<file path="src/rtl/cap_pkg.sv">
package cap_pkg;
  typedef enum logic [1:0] {
    CM_DIV  = 2'd0,
    CM_FULL = 2'd1,
    CM_EXT  = 2'd2
  } clk_mode_e;

  localparam logic [2:0] RA_EN    = 3'd0;
  localparam logic [2:0] RA_DIV   = 3'd1;
  localparam logic [2:0] RA_VAL   = 3'd2;
  localparam logic [2:0] RA_EDG   = 3'd3;
  localparam logic [2:0] RA_CARE  = 3'd4;
  localparam logic [2:0] RA_THR   = 3'd5;
  localparam logic [2:0] RA_MODE  = 3'd6;
endpackage

</file>
<file path="src/rtl/cap_cfg_regs.sv">
module cap_cfg_regs
  import cap_pkg::*;
#(
  parameter int CH     = 34,
  parameter int DIV_W  = 16,
  parameter int FW     = 11,
  parameter int THR_RST = 1008
) (
  input  logic             clk,
  input  logic             rst,
  input  logic             we,
  input  logic [2:0]       addr,
  input  logic [CH-1:0]    wdata,
  output logic [CH-1:0]    en_mask,
  output logic [DIV_W-1:0] div_max,
  output logic [CH-1:0]    trg_val,
  output logic [CH-1:0]    trg_edg,
  output logic [CH-1:0]    trg_care,
  output logic [FW-1:0]    thr,
  output clk_mode_e        mode
);
  always_ff @(posedge clk) begin
    if (rst) begin
      en_mask  <= '1;
      div_max  <= '0;
      trg_val  <= '0;
      trg_edg  <= '0;
      trg_care <= '0;
      thr      <= FW'(THR_RST);
      mode     <= CM_DIV;
    end else if (we) begin
      case (addr)
        RA_EN:   en_mask  <= wdata;
        RA_DIV:  div_max  <= DIV_W'(wdata);
        RA_VAL:  trg_val  <= wdata;
        RA_EDG:  trg_edg  <= wdata;
        RA_CARE: trg_care <= wdata;
        RA_THR:  thr      <= FW'(wdata);
        RA_MODE: mode     <= clk_mode_e'(wdata[1:0]);
        default: ;
      endcase
    end
  end
endmodule

</file>
<file path="src/rtl/cap_strobe.sv">
module cap_strobe
  import cap_pkg::*;
#(
  parameter int DIV_W = 16
) (
  input  logic             clk,
  input  logic             rst,
  input  logic             restart,
  input  logic             run,
  input  clk_mode_e        mode,
  input  logic [DIV_W-1:0] div_max,
  input  logic             ext_tick,
  output logic             tick
);
  logic [DIV_W-1:0] cnt_q;
  logic             div_hit;

  assign div_hit = (cnt_q >= div_max);

  always_ff @(posedge clk) begin
    if (rst || restart || !run) begin
      cnt_q <= '0;
    end else if (mode == CM_DIV) begin
      cnt_q <= div_hit ? '0 : cnt_q + 1'b1;
    end
  end

  always_comb begin
    case (mode)
      CM_DIV:  tick = run && div_hit;
      CM_FULL: tick = run;
      CM_EXT:  tick = run && ext_tick;
      default: tick = 1'b0;
    endcase
  end
endmodule

</file>
<file path="src/rtl/cap_trigger.sv">
module cap_trigger #(
  parameter int CH = 34
) (
  input  logic          clk,
  input  logic          rst,
  input  logic          restart,
  input  logic          tick,
  input  logic [CH-1:0] samp,
  input  logic [CH-1:0] trg_val,
  input  logic [CH-1:0] trg_edg,
  input  logic [CH-1:0] trg_care,
  output logic          hit
);
  logic [CH-1:0] prev_q;
  logic          prev_vld;
  logic [CH-1:0] ch_ok;

  always_ff @(posedge clk) begin
    if (rst || restart) begin
      prev_q   <= '0;
      prev_vld <= 1'b0;
    end else if (tick) begin
      prev_q   <= samp;
      prev_vld <= 1'b1;
    end
  end

  for (genvar i = 0; i < CH; i++) begin : g_ch
    assign ch_ok[i] = !trg_care[i] ||
                      (trg_edg[i] ? (prev_vld && (samp[i] == trg_val[i]) && (prev_q[i] != trg_val[i]))
                                  : (samp[i] == trg_val[i]));
  end

  assign hit = tick && (&ch_ok);
endmodule

</file>
<file path="src/rtl/cap_ctrl.sv">
module cap_ctrl
  import cap_pkg::*;
#(
  parameter int CH     = 34,
  parameter int DEPTH  = 1024,
  parameter int MARGIN = 16,
  parameter int DIV_W  = 16,
  parameter int DUR_W  = 32,
  localparam int AW    = $clog2(DEPTH),
  localparam int FW    = AW + 1
) (
  input  logic             clk,
  input  logic             rst,
  input  logic             cfg_we,
  input  logic [2:0]       cfg_addr,
  input  logic [CH-1:0]    cfg_wdata,
  input  logic             arm,
  input  logic             abort,
  input  logic             ext_tick,
  input  logic [CH-1:0]    smp_in,
  output logic             mem_we,
  output logic [AW-1:0]    mem_addr,
  output logic [CH-1:0]    mem_wdata,
  output logic [FW-1:0]    fill_level,
  output logic [DUR_W-1:0] duration,
  output logic             st_triggered,
  output logic             st_mem_avail,
  output logic             st_capturing
);
  localparam logic [FW-1:0] DEPTH_FW = FW'(DEPTH);

  logic [CH-1:0]    en_mask, trg_val, trg_edg, trg_care;
  logic [DIV_W-1:0] div_max;
  logic [FW-1:0]    thr;
  clk_mode_e        mode;
  logic             tick, hit, arm_go, store, last_wr;
  logic [CH-1:0]    samp;
  logic [FW-1:0]    fill_nx;

  cap_cfg_regs #(.CH(CH), .DIV_W(DIV_W), .FW(FW), .THR_RST(DEPTH - MARGIN)) u_cfg (
    .clk(clk), .rst(rst), .we(cfg_we), .addr(cfg_addr), .wdata(cfg_wdata),
    .en_mask(en_mask), .div_max(div_max), .trg_val(trg_val), .trg_edg(trg_edg),
    .trg_care(trg_care), .thr(thr), .mode(mode)
  );

  assign arm_go = arm && !st_capturing;
  assign samp   = smp_in & en_mask;

  cap_strobe #(.DIV_W(DIV_W)) u_strobe (
    .clk(clk), .rst(rst), .restart(arm_go), .run(st_capturing), .mode(mode),
    .div_max(div_max), .ext_tick(ext_tick), .tick(tick)
  );

  cap_trigger #(.CH(CH)) u_trig (
    .clk(clk), .rst(rst), .restart(arm_go), .tick(tick), .samp(samp),
    .trg_val(trg_val), .trg_edg(trg_edg), .trg_care(trg_care), .hit(hit)
  );

  assign store   = tick && !abort && (st_triggered || hit);
  assign fill_nx = fill_level + 1'b1;
  assign last_wr = (fill_nx >= thr) || (fill_nx == DEPTH_FW);

  always_ff @(posedge clk) begin
    if (rst) begin
      mem_we       <= 1'b0;
      mem_addr     <= '0;
      mem_wdata    <= '0;
      fill_level   <= '0;
      duration     <= '0;
      st_triggered <= 1'b0;
      st_mem_avail <= 1'b0;
      st_capturing <= 1'b0;
    end else if (arm_go) begin
      mem_we       <= 1'b0;
      fill_level   <= '0;
      duration     <= '0;
      st_triggered <= 1'b0;
      st_mem_avail <= 1'b1;
      st_capturing <= 1'b1;
    end else begin
      mem_we <= 1'b0;
      if (st_capturing) duration <= duration + 1'b1;
      if (abort) begin
        st_capturing <= 1'b0;
      end else begin
        if (hit) st_triggered <= 1'b1;
        if (store) begin
          mem_we     <= 1'b1;
          mem_addr   <= fill_level[AW-1:0];
          mem_wdata  <= samp;
          fill_level <= fill_nx;
          if (last_wr) begin
            st_mem_avail <= 1'b0;
            st_capturing <= 1'b0;
          end
        end
      end
    end
  end
endmodule

</file>
<file path="config.mk">
export PLATFORM = sky130hd
export DESIGN_NAME = cap_ctrl
export DESIGN_NICKNAME = d
export VERILOG_FILES = /design/src/rtl/cap_pkg.sv /design/src/rtl/cap_cfg_regs.sv /design/src/rtl/cap_strobe.sv /design/src/rtl/cap_trigger.sv /design/src/rtl/cap_ctrl.sv
export SDC_FILE = /design/constraint.sdc
export NUM_CORES = 1
export LEC_CHECK = 0
export ABC_AREA = 1
export CORE_MARGIN = 3
export CORE_UTILIZATION = 56
export DETAILED_ROUTE_END_ITERATION = 16
export PLACE_DENSITY = 0.91
export SLEW_MARGIN = 20
export SYNTH_ARGS = -nofsm -noshare
export SYNTH_HDL_FRONTEND = slang
export SYNTH_SLANG_ARGS = --single-unit
</file>
<file path="constraint.sdc">
create_clock -name clk -period 2.7 [get_ports clk]
set_clock_uncertainty 0.1 [all_clocks]
set_input_delay 0.54 -clock clk [delete_from_list [all_inputs] [get_ports clk]]
set_output_delay 0.54 -clock clk [all_outputs]
set_load 0.01 [all_outputs]
</file>
==> results.toml <==
[run_status]
status = "finished with violations"
violations = "negative setup slack"

[clocking]
clk_pin_slew_ns = 0.06
clock_path_buffers = 3
cts_tree = "built"
cts-root-buf = "clkbuf_16"
cts_sinks = 307
clock_latency_ns = 0.56
cts_max_level = 1
cts_made_buffers = 31
postCtsHoldBufs = 0

[flow_run]
maxCapViolCount = 0

[critical_path]
cp_cell_sequence = "buf_4, nand3_2, nor2_2, nand2_1, nor2_2, nand2_1, xor2_2, inv_1, ha_1, nand2_4, nor2_2, nand3_1, o2111ai_2, nor2_1, nand2_1, nand3_2, nand2_1, a21oi_1"
slowest_delay_ns = 0.37
path_delay_family = "simple AND/OR/NAND/NOR gates"
reg2regPathDepth = 18
slowest_stage = "dfxtp_4"
reg2reg_to = "st_mem_avail$_SDFFE_PP0P_"
critical_path_buf_inv_count = 2
end_kind = "register"
timing.critical_path.required_ns = 3.08
cp-start-kind = "register"
crit_path_max_fanout = 4
worstPathArrival_ns = 3.08
r2r_slack_ns = -0.0004
r2r_start = "fill_level[1]$_SDFFE_PP0P_"
crit_type = "reg2reg"
cp_common_cell = "nand2_1"

[drt]
drc = 0
drt-initial-drc-count = 1687
drt_wl_total_mm = 41.3
vias = 14100
wl_per_cell_um = 16.8
final_antenna_net_count = 0
avgViaCountPerCell = 5.71
drtPass1Iterations = 6

[place]
dp.cells = 2401
io_buffers = 167
gp_congestion = 0.954
place_area_mm2 = 0.0159
dp_worst_setup_slack_ns = -0.134
dpl.hpwl_mm = 27.1

[timing]
hold-worst-slack_ns = 0.351
setup_tns_ns = -0.000420
fmax_mhz = 370
drv_slew = 0
worst_slack_ns = -0.000420
period_needed_ns = 2.70
max-slew-margin-rel_pct = 55.9
tightest_slew_ns = 0.662
hold_violations = 0
fin_crit_sh_pct = 100
rsz0062_at_grt = "true"
setup_viol = 1

[floorplan]
fp.dieW_um = 162
chipHeight_um = 162
num_rows = 56
die_area_mm2 = 0.0264
coreArea_mm2 = 0.0238
start_util_pct = 57.7
boundaryPins = 168

[final_layout]
stdcell_area_mm2 = 0.0172
nets = 2231
utilization_pct = 72.2
nFillCells = 1715
syn_to_final_growth_pct = 25.1
stdcell_count = 2463
drive_above_1_share_pct = 7.28

[yosys]
yosys.area.top_type = "dfxtp_1"
synth-edff-count = 0
synth-adder-area-share_pct = 2.74
synth_top_family_by_area = "simple AND/OR/NAND/NOR gates"
synth_seq_cells = 307
synth_compound_area_share_pct = 16.2
synthMuxAreaShare_pct = 0
syn_area_mm2 = 0.0137
synth_cells = 1953
yosys-top-cells-area = "dfxtp_1 45%, nand2_1 13%, a21oi_1 7.5%"
avgSynthCellArea_um2 = 7.02
async_flop_share_pct = 0
synth_seq_area_share_pct = 44.8
synth_top_cell_area_share_pct = 44.8
syn-num-nets = 2060
synth_xor_area_share_pct = 1.41
synthFlopType = "dfxtp_1"
synth_simple_gate_area_share_pct = 26.3
synth.distinct_cells = 44
yosysWarnings = 0

[global_route]
grt_max_degree = 167
grt_pass1_vias = 13300
antenna_found_initial = 0
grtUsageTotal_pct = 29.3
overflow = 0
grt_pass1_wl_mm = 64.0

[worst_hold_path]
hold_end = "mem_wdata[32]$_SDFFE_PP0P_"
worstHoldStart = "rst"
hold_path.class = "in2reg"
whs_path_depth = 2

[power_and_ir_drop]
power_mw = 10.1
p_per_area_mw_per_mm2 = 591
p_leak_nw = 6.97
peakVddDrop_v = 0.000444
power breakdown:
part / internal (mW) / switching, mW
clock: 2.46 / 1.77
combinational: 0.457 / 0.710
sequential: 4.66 / 0.0868
registers in the layout, indices dropped and copies added, names as in the netlist, 11 cells and up:
register and flops:
fill_level 11, u_cfg.trg_care 34, u_cfg.en_mask 34, u_cfg.thr 11, duration 32, u_cfg.div_max 16, u_trig.prev_q 34, u_cfg.trg_edg 34
u_cfg.trg_val 34, mem_wdata 34, u_strobe.cnt_q 16
cell usage in the layout, fill, tap and decap left out, types with 8 or more instances in the layout:
cell type          n
clkbuf_16         33
clkbuf_8          10
nor2_1           215
inv_2              8
o21ai_0          194
o21ai_1           11
a21oi_1          206
nand2_1          462
ha_1              26
buf_12            12
nor3_1            17
dfxtp_1          305
nand3_1          116
nand4_1           19
inv_1            188
clkdlybuf4s50_1  166
xor2_1            12
buf_4             43
worst max-delay path by stage:
stage	cells after the start	start	slack, ns	end
after floorplan	18	fill_level[0]$_SDFFE_PP0P_	0.11	st_mem_avail$_SDFFE_PP0P_
after global placement	13	smp_in[9]	-0.03	mem_wdata[27]$_SDFFE_PP0P_
after detailed placement	13	smp_in[8]	-0.13	mem_wdata[23]$_SDFFE_PP0P_
after CTS	18	fill_level[1]$_SDFFE_PP0P_	0.02	st_mem_avail$_SDFFE_PP0P_
after global routing	18	fill_level[1]$_SDFFE_PP0P_	-0.18	st_mem_avail$_SDFFE_PP0P_
final	18	fill_level[1]$_SDFFE_PP0P_	-0.0004	st_mem_avail$_SDFFE_PP0P_
repair_timing:
item	4_1_cts	5_1_grt
gates cloned	0	2
gates resized for setup	4	37
endpoints found under the setup margin	2	67
setup buffers	1	6
pin swaps	0	9
synth_stat cells, types with 2 or more instances:
| cell type | instances |
|---|---|
| clkbuf_1 | 62 |
| o211ai_1 | 6 |
| o22ai_1 | 4 |
| nor3b_1 | 5 |
| xor2_1 | 16 |
| a31oi_1 | 3 |
| buf_6 | 11 |
| a21oi_1 | 206 |
| o21ai_1 | 10 |
| nand3_1 | 120 |
| ha_1 | 30 |
| o21a_1 | 2 |
| o21ai_0 | 195 |
| a21boi_0 | 2 |
| nand4_1 | 19 |
| and3_1 | 4 |
| nor4_1 | 4 |
| nor3_1 | 18 |
| nand2_1 | 468 |
| inv_1 | 194 |
| nor2_1 | 222 |
| or2_2 | 3 |
| nor2_2 | 2 |
| dfxtp_1 | 307 |
| xnor2_1 | 6 |
| buf_2 | 7 |
| clkinv_1 | 2 |
| buf_1 | 4 |
| buf_4 | 4 |
| inv_2 | 3 |
cells by family after synthesis:
group | Yosys count
adders and majority gates | 30
AOI/OAI and AO/OA | 433
buffers and inverters | 287
xor gates and xnor gates | 22
and+or+nand+nor | 874
DFF | 307
cell type report:
cell class / count / area [um2] / area share (%)
diodes: 1 / 2.50 / 0.0146
clock buffers: 46 / 932 / 5.43
clock inverters: 6 / 62.6 / 0.365
inverters: 199 / 749 / 4.37
multi-input cells: 1359 / 6550 / 38.2
flip-flops and latches: 307 / 6150 / 35.9
well taps: 319 / 399 / 2.33
repair buffers: 226 / 2310 / 13.4
metal layers:
| metal | track usage (%) | part of all wire [%] | vias up |
|---|---|---|---|
| met3 | 4.22 | 9.0 | 146 |
| li1 | - | - | 6661 |
| met5 | 0 | 0 | - |
| met4 | 13.2 | 3.8 | 0 |
| met2 | 51.2 | 48 | 789 |
| met1 | 35.9 | 39 | 6464 |
(Power assumes the default switching activity.)
